### config.mk
export PLATFORM = sky130hd
export DESIGN_NAME = i2c_bus_recovery
export DESIGN_NICKNAME = d
export VERILOG_FILES = /design/src/rtl/i2crec_pkg.sv /design/src/rtl/i2crec_line_mon.sv /design/src/rtl/i2crec_seq.sv /design/src/rtl/i2c_bus_recovery.sv
export SDC_FILE = /design/constraint.sdc
export NUM_CORES = 1
export LEC_CHECK = 0
export ABC_AREA = 1
export BUFFER_PORTS_ARGS = -buffer_cell sky130_fd_sc_hd__buf_4
export CORE_MARGIN = 2
export CORE_UTILIZATION = 35
export CTS_CLUSTER_DIAMETER = 80
export DETAILED_ROUTE_END_ITERATION = 10
export PLACE_DENSITY = 0.64
export SLEW_MARGIN = 20
export SYNTH_ARGS = -nofsm -noshare
export SYNTH_HDL_FRONTEND = slang
export SYNTH_SLANG_ARGS = --single-unit
### constraint.sdc
create_clock -name clk -period 1.6 [get_ports clk]
set_input_delay 0.08 -clock clk [delete_from_list [all_inputs] [get_ports clk]]
set_output_delay 0.08 -clock clk [all_outputs]
set_load 0.02 [all_outputs]
### src/rtl/i2crec_pkg.sv
// Shared types of the bus recovery sequencer.
package i2crec_pkg;
    // Sequencer phases: pulse train, four-step STOP, completion.
    typedef enum logic [2:0] {
        RS_IDLE,
        RS_PLOW,
        RS_PHIGH,
        RS_STOP_A,
        RS_STOP_B,
        RS_STOP_C,
        RS_DONE
    } rec_state_e;
endpackage

### src/rtl/i2crec_line_mon.sv
// Line monitor: registers the SCL/SDA levels and tracks bus busy from
// START/STOP conditions. Assumes the line inputs are already synchronous
// to clk. Reset state reports an idle bus (both lines high, not busy).
module i2crec_line_mon (
    input  logic clk,
    input  logic rst_n,
    input  logic scl_in,
    input  logic sda_in,
    output logic scl_q,
    output logic sda_q,
    output logic busy
);
    logic scl_p;
    logic sda_p;
    logic start_seen;
    logic stop_seen;

    // Detect a START or STOP from two consecutive samples.
    always_comb begin
        start_seen = scl_q && scl_p && sda_p && !sda_q;
        stop_seen  = scl_q && scl_p && !sda_p && sda_q;
    end

    // Sample the lines and update the busy flag.
    always_ff @(posedge clk) begin
        if (!rst_n) begin
            scl_q <= 1'b1;
            sda_q <= 1'b1;
            scl_p <= 1'b1;
            sda_p <= 1'b1;
            busy  <= 1'b0;
        end else begin
            scl_q <= scl_in;
            sda_q <= sda_in;
            scl_p <= scl_q;
            sda_p <= sda_q;
            if (start_seen)
                busy <= 1'b1;
            else if (stop_seen)
                busy <= 1'b0;
        end
    end
endmodule

### src/rtl/i2crec_seq.sv
// Recovery sequencer: on a recovery command, clocks SCL up to MAX_PULSES
// times until SDA reads high, then issues a STOP; on a stop command,
// issues the STOP alone. Each step lasts one tick interval. Assumes the
// tick strobe is one cycle wide and at least two cycles apart.
module i2crec_seq #(
    parameter int MAX_PULSES = 8
) (
    input  logic clk,
    input  logic rst_n,
    input  logic tick,
    input  logic recover_cmd,
    input  logic stop_cmd,
    input  logic scl_q,
    input  logic sda_q,
    output logic scl_oe,
    output logic sda_oe,
    output logic done
);
    import i2crec_pkg::*;

    localparam int CNT_W = $clog2(MAX_PULSES + 1);
    localparam logic [CNT_W-1:0] LAST_PULSE = CNT_W'(MAX_PULSES);

    rec_state_e       state, state_nx;
    logic [CNT_W-1:0] pulses, pulses_nx;

    // Next-state decision for the command, pulse and STOP phases.
    always_comb begin
        state_nx  = state;
        pulses_nx = pulses;
        unique case (state)
            RS_IDLE: begin
                if (recover_cmd) begin
                    pulses_nx = '0;
                    if (!sda_q)
                        state_nx = RS_PLOW;
                    else if (scl_q)
                        state_nx = RS_DONE;
                    else
                        state_nx = RS_STOP_A;
                end else if (stop_cmd) begin
                    state_nx = RS_STOP_A;
                end
            end
            RS_PLOW:
                if (tick) state_nx = RS_PHIGH;
            RS_PHIGH:
                if (tick) begin
                    pulses_nx = pulses + 1'b1;
                    if (sda_q)
                        state_nx = RS_STOP_A;
                    else if (pulses_nx == LAST_PULSE)
                        state_nx = RS_DONE;
                    else
                        state_nx = RS_PLOW;
                end
            RS_STOP_A:
                if (tick) state_nx = RS_STOP_B;
            RS_STOP_B:
                if (tick) state_nx = RS_STOP_C;
            RS_STOP_C:
                if (tick) state_nx = RS_DONE;
            RS_DONE:
                state_nx = RS_IDLE;
            default:
                state_nx = RS_IDLE;
        endcase
    end

    // State and pulse counter registers.
    always_ff @(posedge clk) begin
        if (!rst_n) begin
            state  <= RS_IDLE;
            pulses <= '0;
        end else begin
            state  <= state_nx;
            pulses <= pulses_nx;
        end
    end

    // Line enables and done flag decoded from the state.
    always_comb begin
        scl_oe = (state == RS_PLOW) || (state == RS_STOP_A) || (state == RS_STOP_B);
        sda_oe = (state == RS_STOP_B) || (state == RS_STOP_C);
        done   = (state == RS_DONE);
    end
endmodule

### src/rtl/i2c_bus_recovery.sv
// Top of the I2C bus recovery sequencer: line monitor plus sequencer.
// Assumes open-drain pads outside: an enable of 1 pulls the line low.
module i2c_bus_recovery #(
    parameter int MAX_PULSES = 8
) (
    input  logic clk,
    input  logic rst_n,
    input  logic tick,
    input  logic recover_cmd,
    input  logic stop_cmd,
    input  logic scl_in,
    input  logic sda_in,
    output logic scl_oe,
    output logic sda_oe,
    output logic done,
    output logic stat_scl,
    output logic stat_sda,
    output logic stat_busy
);
    logic scl_q;
    logic sda_q;

    i2crec_line_mon u_mon (
        .clk    (clk),
        .rst_n  (rst_n),
        .scl_in (scl_in),
        .sda_in (sda_in),
        .scl_q  (scl_q),
        .sda_q  (sda_q),
        .busy   (stat_busy)
    );

    i2crec_seq #(.MAX_PULSES(MAX_PULSES)) u_seq (
        .clk         (clk),
        .rst_n       (rst_n),
        .tick        (tick),
        .recover_cmd (recover_cmd),
        .stop_cmd    (stop_cmd),
        .scl_q       (scl_q),
        .sda_q       (sda_q),
        .scl_oe      (scl_oe),
        .sda_oe      (sda_oe),
        .done        (done)
    );

    // Status bits are the sampled line levels.
    always_comb begin
        stat_scl = scl_q;
        stat_sda = sda_q;
    end
endmodule

==> reports/results.tsv, run 1 <==
stage	metric	value	unit
run	maxCapViolations	0	
logic_synthesis	synthesis.area	652	µm²
critical_path	cp-start-kind	flop	
floorplanning	num_rows	15	
cts	numCtsBuffers	3	
cts	postCtsSetupRepairBufs	0	
sta	setup_ws	0.216	ns
pwr	ir_drop	0.000618	V
sta	slew_headroom	76.2	%
pwr	p_total	1190	µW
critical_path	path_max_fanout	6	
logic_synthesis	ys.flop_type	dfxtp_1	
place	gp_congestion	0.704	
critical_path	reg2reg_slack	0.22	ns
drt	totalWireLength	1320	µm
sta	tightestPinTransition	0.355	ns
floorplanning	core	0.00175	mm²
floorplanning	initial_core_util	37.3	%
place	portBuffers	12	
logic_synthesis	yosys_warnings	0	
cts	clock_latency	0.27	ns
logic_synthesis	synth_top_area_cell	dfxtp_1	
min_path	min_path_type	primary input to flop	
critical_path	critPathKind	flop to flop	
finish	syn2layout_area_growth	27.6	%
logic_synthesis	synth_cell_types	18	
floorplanning	die_area	0.00222	mm²
sta	hold_violations	0	
critical_path	end_kind	flop	
logic_synthesis	syn-mean-instance-area	6.52	µm²
logic_synthesis	synth-seq-area-share	36.9	%
finish	multi_input_area	348	µm²
logic_synthesis	synth.area.top_cells	dfxtp_1, nand2_1, inv_1	
drt	drt_iter0_markers	27	
global_route	grtUsageMet2	22.2	%
finish	drive_gt1_share	19.5	%
pwr	power_density	1430	mW/mm²
status	status	finished, final reports clean	
drt	postRouteAntennaNets	0	
logic_synthesis	synth_most_common_cell	nand2_1	
place	hpwl	1030	µm
finish	fill_cells	171	
logic_synthesis	synth-edff-count	0	
sta	setup_viol	0	
pwr	clockPowerShare	20.1	%
logic_synthesis	synth.net_count	109	
sta	period_share	86.5	%
pwr	p_sw_share	42.0	%
sta	clock-skew-final	0.00408	ns
drt	routedWlPerCell	9.26	µm
place	dpl_cell_area	766	µm²
drt	routed-via-count	667	
global_route	grt_pass1_wl	2210	µm
floorplanning	die_h	47.2	µm
cts	root_buffer	clkbuf_4	
logic_synthesis	yosys_register_bits	12	
critical_path	required	1.76	ns
cts	cts_tree	done	
finish	diodes	0	
drt	route.detailed.drc	0	
global_route	grt_pass1_vias	559	
place	pre_cts_slack	0.240	ns
global_route	grtUsageTotal	14.1	%
pwr	power_frac_seq	36.0	%
global_route	grt_max_degree	11	
finish	finalNetCount	128	
critical_path	arrival	1.54	ns
finish	ff_latch_area	240	µm²
logic_synthesis	synth_common_cells	nand2_1, inv_1, dfxtp_1, nor2_1	
sta	drv_slew	0	
floorplanning	ioPinCount	13	
drt	routed_via_density	4.66	
pwr	p_int	691	µW
global_route	top_usage_layer	met2	
logic_synthesis	synth_top_cell_area_share	36.9	%
logic_synthesis	synthArstFlopShare	0	%
cts	cts_sinks	12	
cts	cts_resized	0	
sta	min_period	1.38	ns
logic_synthesis	synthCells	100	
global_route	grt_overflow	0	
cts	clkTransAtPathRegs	0.08	ns
global_route	antenna_found_initial	0	
floorplanning	dieWidth	47.2	µm
global_route	grt_use_met1	17.7	%
cts	ctsLongestPathBuffers	2	
drt	drtPass1Iterations	4	
sta	clock.fmax	722	MHz
cts	cts_max_level	1	
finish	final_area	832	µm²
sta	rsz0062_at_grt	no	
pwr	p_leak	0.000400	µW
global_route	grtUsageMet3	5.00	%
pwr	combPwrFrac	43.8	%
pwr	switchingPower	501	µW
sta	setup_tns	0	ns
-- cell type report --
cell class | count | share of cell area, %
multi-input combinational | 72 | 41.8
sequential | 12 | 28.9
timing repair buffer | 15 | 14.4
inverter | 15 | 6.77
clock buffer | 4 | 4.36
tap | 25 | 3.76
-- state kept, by name, indices dropped and copies added (netlist names) --
signal and flops:
u_seq.pulses 4, u_seq.state 3, u_mon.busy 1, u_mon.scl_p 1, u_mon.scl_q 1, u_mon.sda_p 1
u_mon.sda_q 1
-- critical path, stage by stage, from the launching register on --
cell and delay, ns:
dfxtp_1 0.43, ha_1 0.20, inv_1 0.04, nand2_1 0.05, nand2_1 0.06, nor2_1 0.13
nand3_1 0.13, nand2_1 0.08, nand2_1 0.04, nand2_1 0.05, a21oi_1 0.06
-- cell families (layout without fill, tap and decap cells) --
logic type	after synthesis	in the layout	share of synthesized area (%)
simple gates	56	56	36.7
fa+ha+maj	2	2	3.84
flops	12	12	36.9
buf+inv	16	34	9.79
compound gates	14	14	12.9
-- power by group through the flow --
stage	sequential [µW]	clock (µW)	combinational, µW
after floorplan	396	0	430
after global placement	433	0	513
after detailed placement	431	0	520
after CTS	427	250	525
after global routing	441	260	602
final	430	240	523
-- per-stage QoR --
step	hold slack (ns)	utilization, %	instances
floorplan	0.150	-	100
global placement	0.270	43.9	136
detailed placement	0.273	43.9	136
CTS	0.215	47.7	143
global route	0.238	47.7	143
finish	0.219	47.7	143
-- metal layers --
layer | share of wire [%] | vias up
met5 | 0 | -
met4 | 1.7 | 0
met3 | 3.8 | 2
met2 | 42 | 17
met1 | 53 | 295
li1 | - | 353
-- cells in the final DEF (no fill, tap or decap), types with 4 or more instances in the layout --
| cell type | n |
|---|---|
| buf_4 | 12 |
| a21oi_1 | 4 |
| o21ai_0 | 5 |
| inv_1 | 14 |
| nand2_1 | 29 |
| nor2_1 | 12 |
| dfxtp_1 | 12 |
| nand3_1 | 5 |
-- path summary, 6_finish.rpt --
check / from / cells past startpoint / endpoint
setup / recovery: u_seq.pulses[0] / 10 / u_seq.state[0]
hold / removal: tick / 5 / u_seq.pulses[3]
setup reg to reg: u_seq.pulses[0] / 10 / u_seq.state[0]
hold reg to reg: u_seq.pulses[3] / 2 / u_seq.pulses[3]
-- what timing repair did --
item,CTS,global route
endpoints found under the setup margin,0,0
hold buffers,3,0
endpoints found under the hold margin,3,0
Note: power is estimated with default switching activity, not from simulation.
==> run 2: changes to the inputs <==
==> constraint.sdc (replaced) <==
create_clock -name clk -period 1.6 [get_ports clk]
set_input_delay 0.16 -clock clk [delete_from_list [all_inputs] [get_ports clk]]
set_output_delay 0.16 -clock clk [all_outputs]
set_load 0.02 [all_outputs]
==> run 2 against run 1 <==
Net effect:
- die area stayed put
- core utilization is 1.7 points lower
- critical path depth stayed put
- hold slack worse by 0.15 ns
- wire length is 2.6% lower
- largest cell class unchanged
==> reports/results.tsv, run 2 (synthesized netlist as in run 1, its figures left out) <==
stage	metric	value	unit
status	status	finished, final reports clean	
sta	hold_violations	0	
critical_path	cp_common_cell	nand2_1	
critical_path	arrival	1.54	ns
run	maxCapViolations	0	
critical_path	reg2reg_depth	10	
cts	root_buffer	clkbuf_4	
sta	rsz0062_at_grt	no	
floorplanning	initial_core_util	37.3	%
finish	diodes	0	
pwr	p_leak	0.000387	µW
pwr	power_density	1480	mW/mm²
cts	clkTransAtPathRegs	0.08	ns
sta	clock-skew-final	0.00514	ns
sta	drv_slew	0	
pwr	ir_drop	0.000616	V
floorplanning	die_h	47.2	µm
global_route	grt_overflow	0	
cts	postCtsSetupRepairBufs	0	
critical_path	worstPathCellList	ha_1 -> inv_1 -> nand2_1 -> nand2_1 -> nor2_1 -> nand3_1 -> nand2_1 -> nand2_1 -> nand2_1 -> a21oi_1	
floorplanning	die_area	0.00222	mm²
finish	largest_register_ffs	4	
drt	routed_via_density	4.61	
cts	ctsLongestPathBuffers	2	
sta	setup_ws	0.219	ns
global_route	grtUsageMet3	5.00	%
cts	cts_tree	done	
critical_path	cp-start-kind	flop	
floorplanning	ioPinCount	13	
critical_path	end_kind	flop	
finish	reg_top3	u_seq.pulses x4, u_seq.state x3	
sta	clock.fmax	724	MHz
finish	final_cell_mix	nand2_1, inv_1, nor2_1, buf_4, dfxtp_1	
critical_path	required	1.76	ns
cts	numCtsBuffers	3	
cts	cts_sinks	12	
floorplanning	dieWidth	47.2	µm
finish	top_register	u_seq.pulses	
place	gp_congestion	0.704	
min_path	min_path_type	primary input to flop	
sta	period_share	86.3	%
global_route	grt_pass1_vias	534	
global_route	grt_max_degree	11	
critical_path	path_max_fanout	6	
global_route	antenna_found_initial	0	
global_route	grtUsageMet2	21.6	%
finish	final_common_cell	nand2_1	
drt	totalWireLength	1290	µm
global_route	grtUsageTotal	13.8	%
cts	cts_resized	0	
global_route	grt_pass1_wl	2150	µm
finish	syn2layout_area_growth	23.0	%
critical_path	cp_slowest_stage_delay	0.43	ns
finish	finalNetCount	125	
min_path	hold_path_depth	2	
cts	ctsHoldBuffers	0	
drt	route.detailed.drc	0	
critical_path	slowest_stage	dfxtp_1	
critical_path	critPathKind	flop to flop	
floorplanning	core	0.00175	mm²
drt	postRouteAntennaNets	0	
drt	drtPass1Iterations	4	
global_route	grt_use_met1	17.3	%
drt	routed-via-count	646	
drt	drt_iter0_markers	23	
finish	drive_gt1_share	20.0	%
sta	min_period	1.38	ns
finish	fill_cells	174	
sta	setup_tns	0	ns
place	portBuffers	12	
place	hpwl	1030	µm
drt	routedWlPerCell	9.21	µm
sta	slew_headroom	76.5	%
global_route	top_usage_layer	met2	
floorplanning	num_rows	15	
place	pre_cts_slack	0.240	ns
sta	setup_viol	0	
cts	clock_latency	0.27	ns
cts	cts_max_level	1	
sta	tightestPinTransition	0.351	ns
-- run 2: cell count changes in the layout (fill, tap and decap cells not counted), sizes merged --
cell and delta:
dlygate4sd3 -3
-- run 2: area by class of cell --
cell class                 instances  area, µm²  area share [%]
inverter                          15       56.3            7.02
clock buffer                       4       36.3            4.52
timing repair buffer              12       90.1            11.2
sequential                        12        240            30.0
multi-input combinational         72        348            43.4
tap                               25       31.3            3.90
-- run 2: critical path, delay by kind of cell, from the launching register on --
family                     cells  cell delay, ns
DFF                            1            0.43
adders and majority gates      1            0.20
AOI/OAI and AO/OA              1            0.06
and+or+nand+nor                7            0.55
buffers and inverters          1            0.04
-- run 2: where the power goes --
part	internal (µW)	total, µW	leakage [µW]	switching, µW
logic	203	517	0.000268	314
registers	345	429	0.0000985	84.0
clock network	138	240	0.0000210	102
total	686	1190	0.000387	500
-- run 2: metal layers --
layer | vias to the layer above | share of wire, %
met5 | - | 0
met4 | 0 | 1.7
met3 | 2 | 4.3
met1 | 280 | 52
li1 | 349 | -
met2 | 15 | 42
-- run 2: worst paths after layout --
kind | slack, ns | startpoint | endpoint
min | 0.07 | rst_n | u_mon.sda_p
max reg2reg | 0.22 | u_seq.pulses[0] | u_seq.state[0]
min reg2reg | 0.49 | u_seq.pulses[3] | u_seq.pulses[3]
max | 0.22 | u_seq.pulses[0] | u_seq.state[0]
-- run 2: through the flow --
step	hold slack (ns)	total power (µW)	cell area, µm²	util, %	std cells
3_5_place_dp	0.353	951	766	43.9	136
2_1_floorplan	0.230	826	652	-	100
3_3_place_gp	0.350	946	766	43.9	136
6_report	0.0717	1190	802	45.9	140
5_1_grt	0.0627	1300	802	45.9	140
4_1_cts	0.0612	1200	802	45.9	140
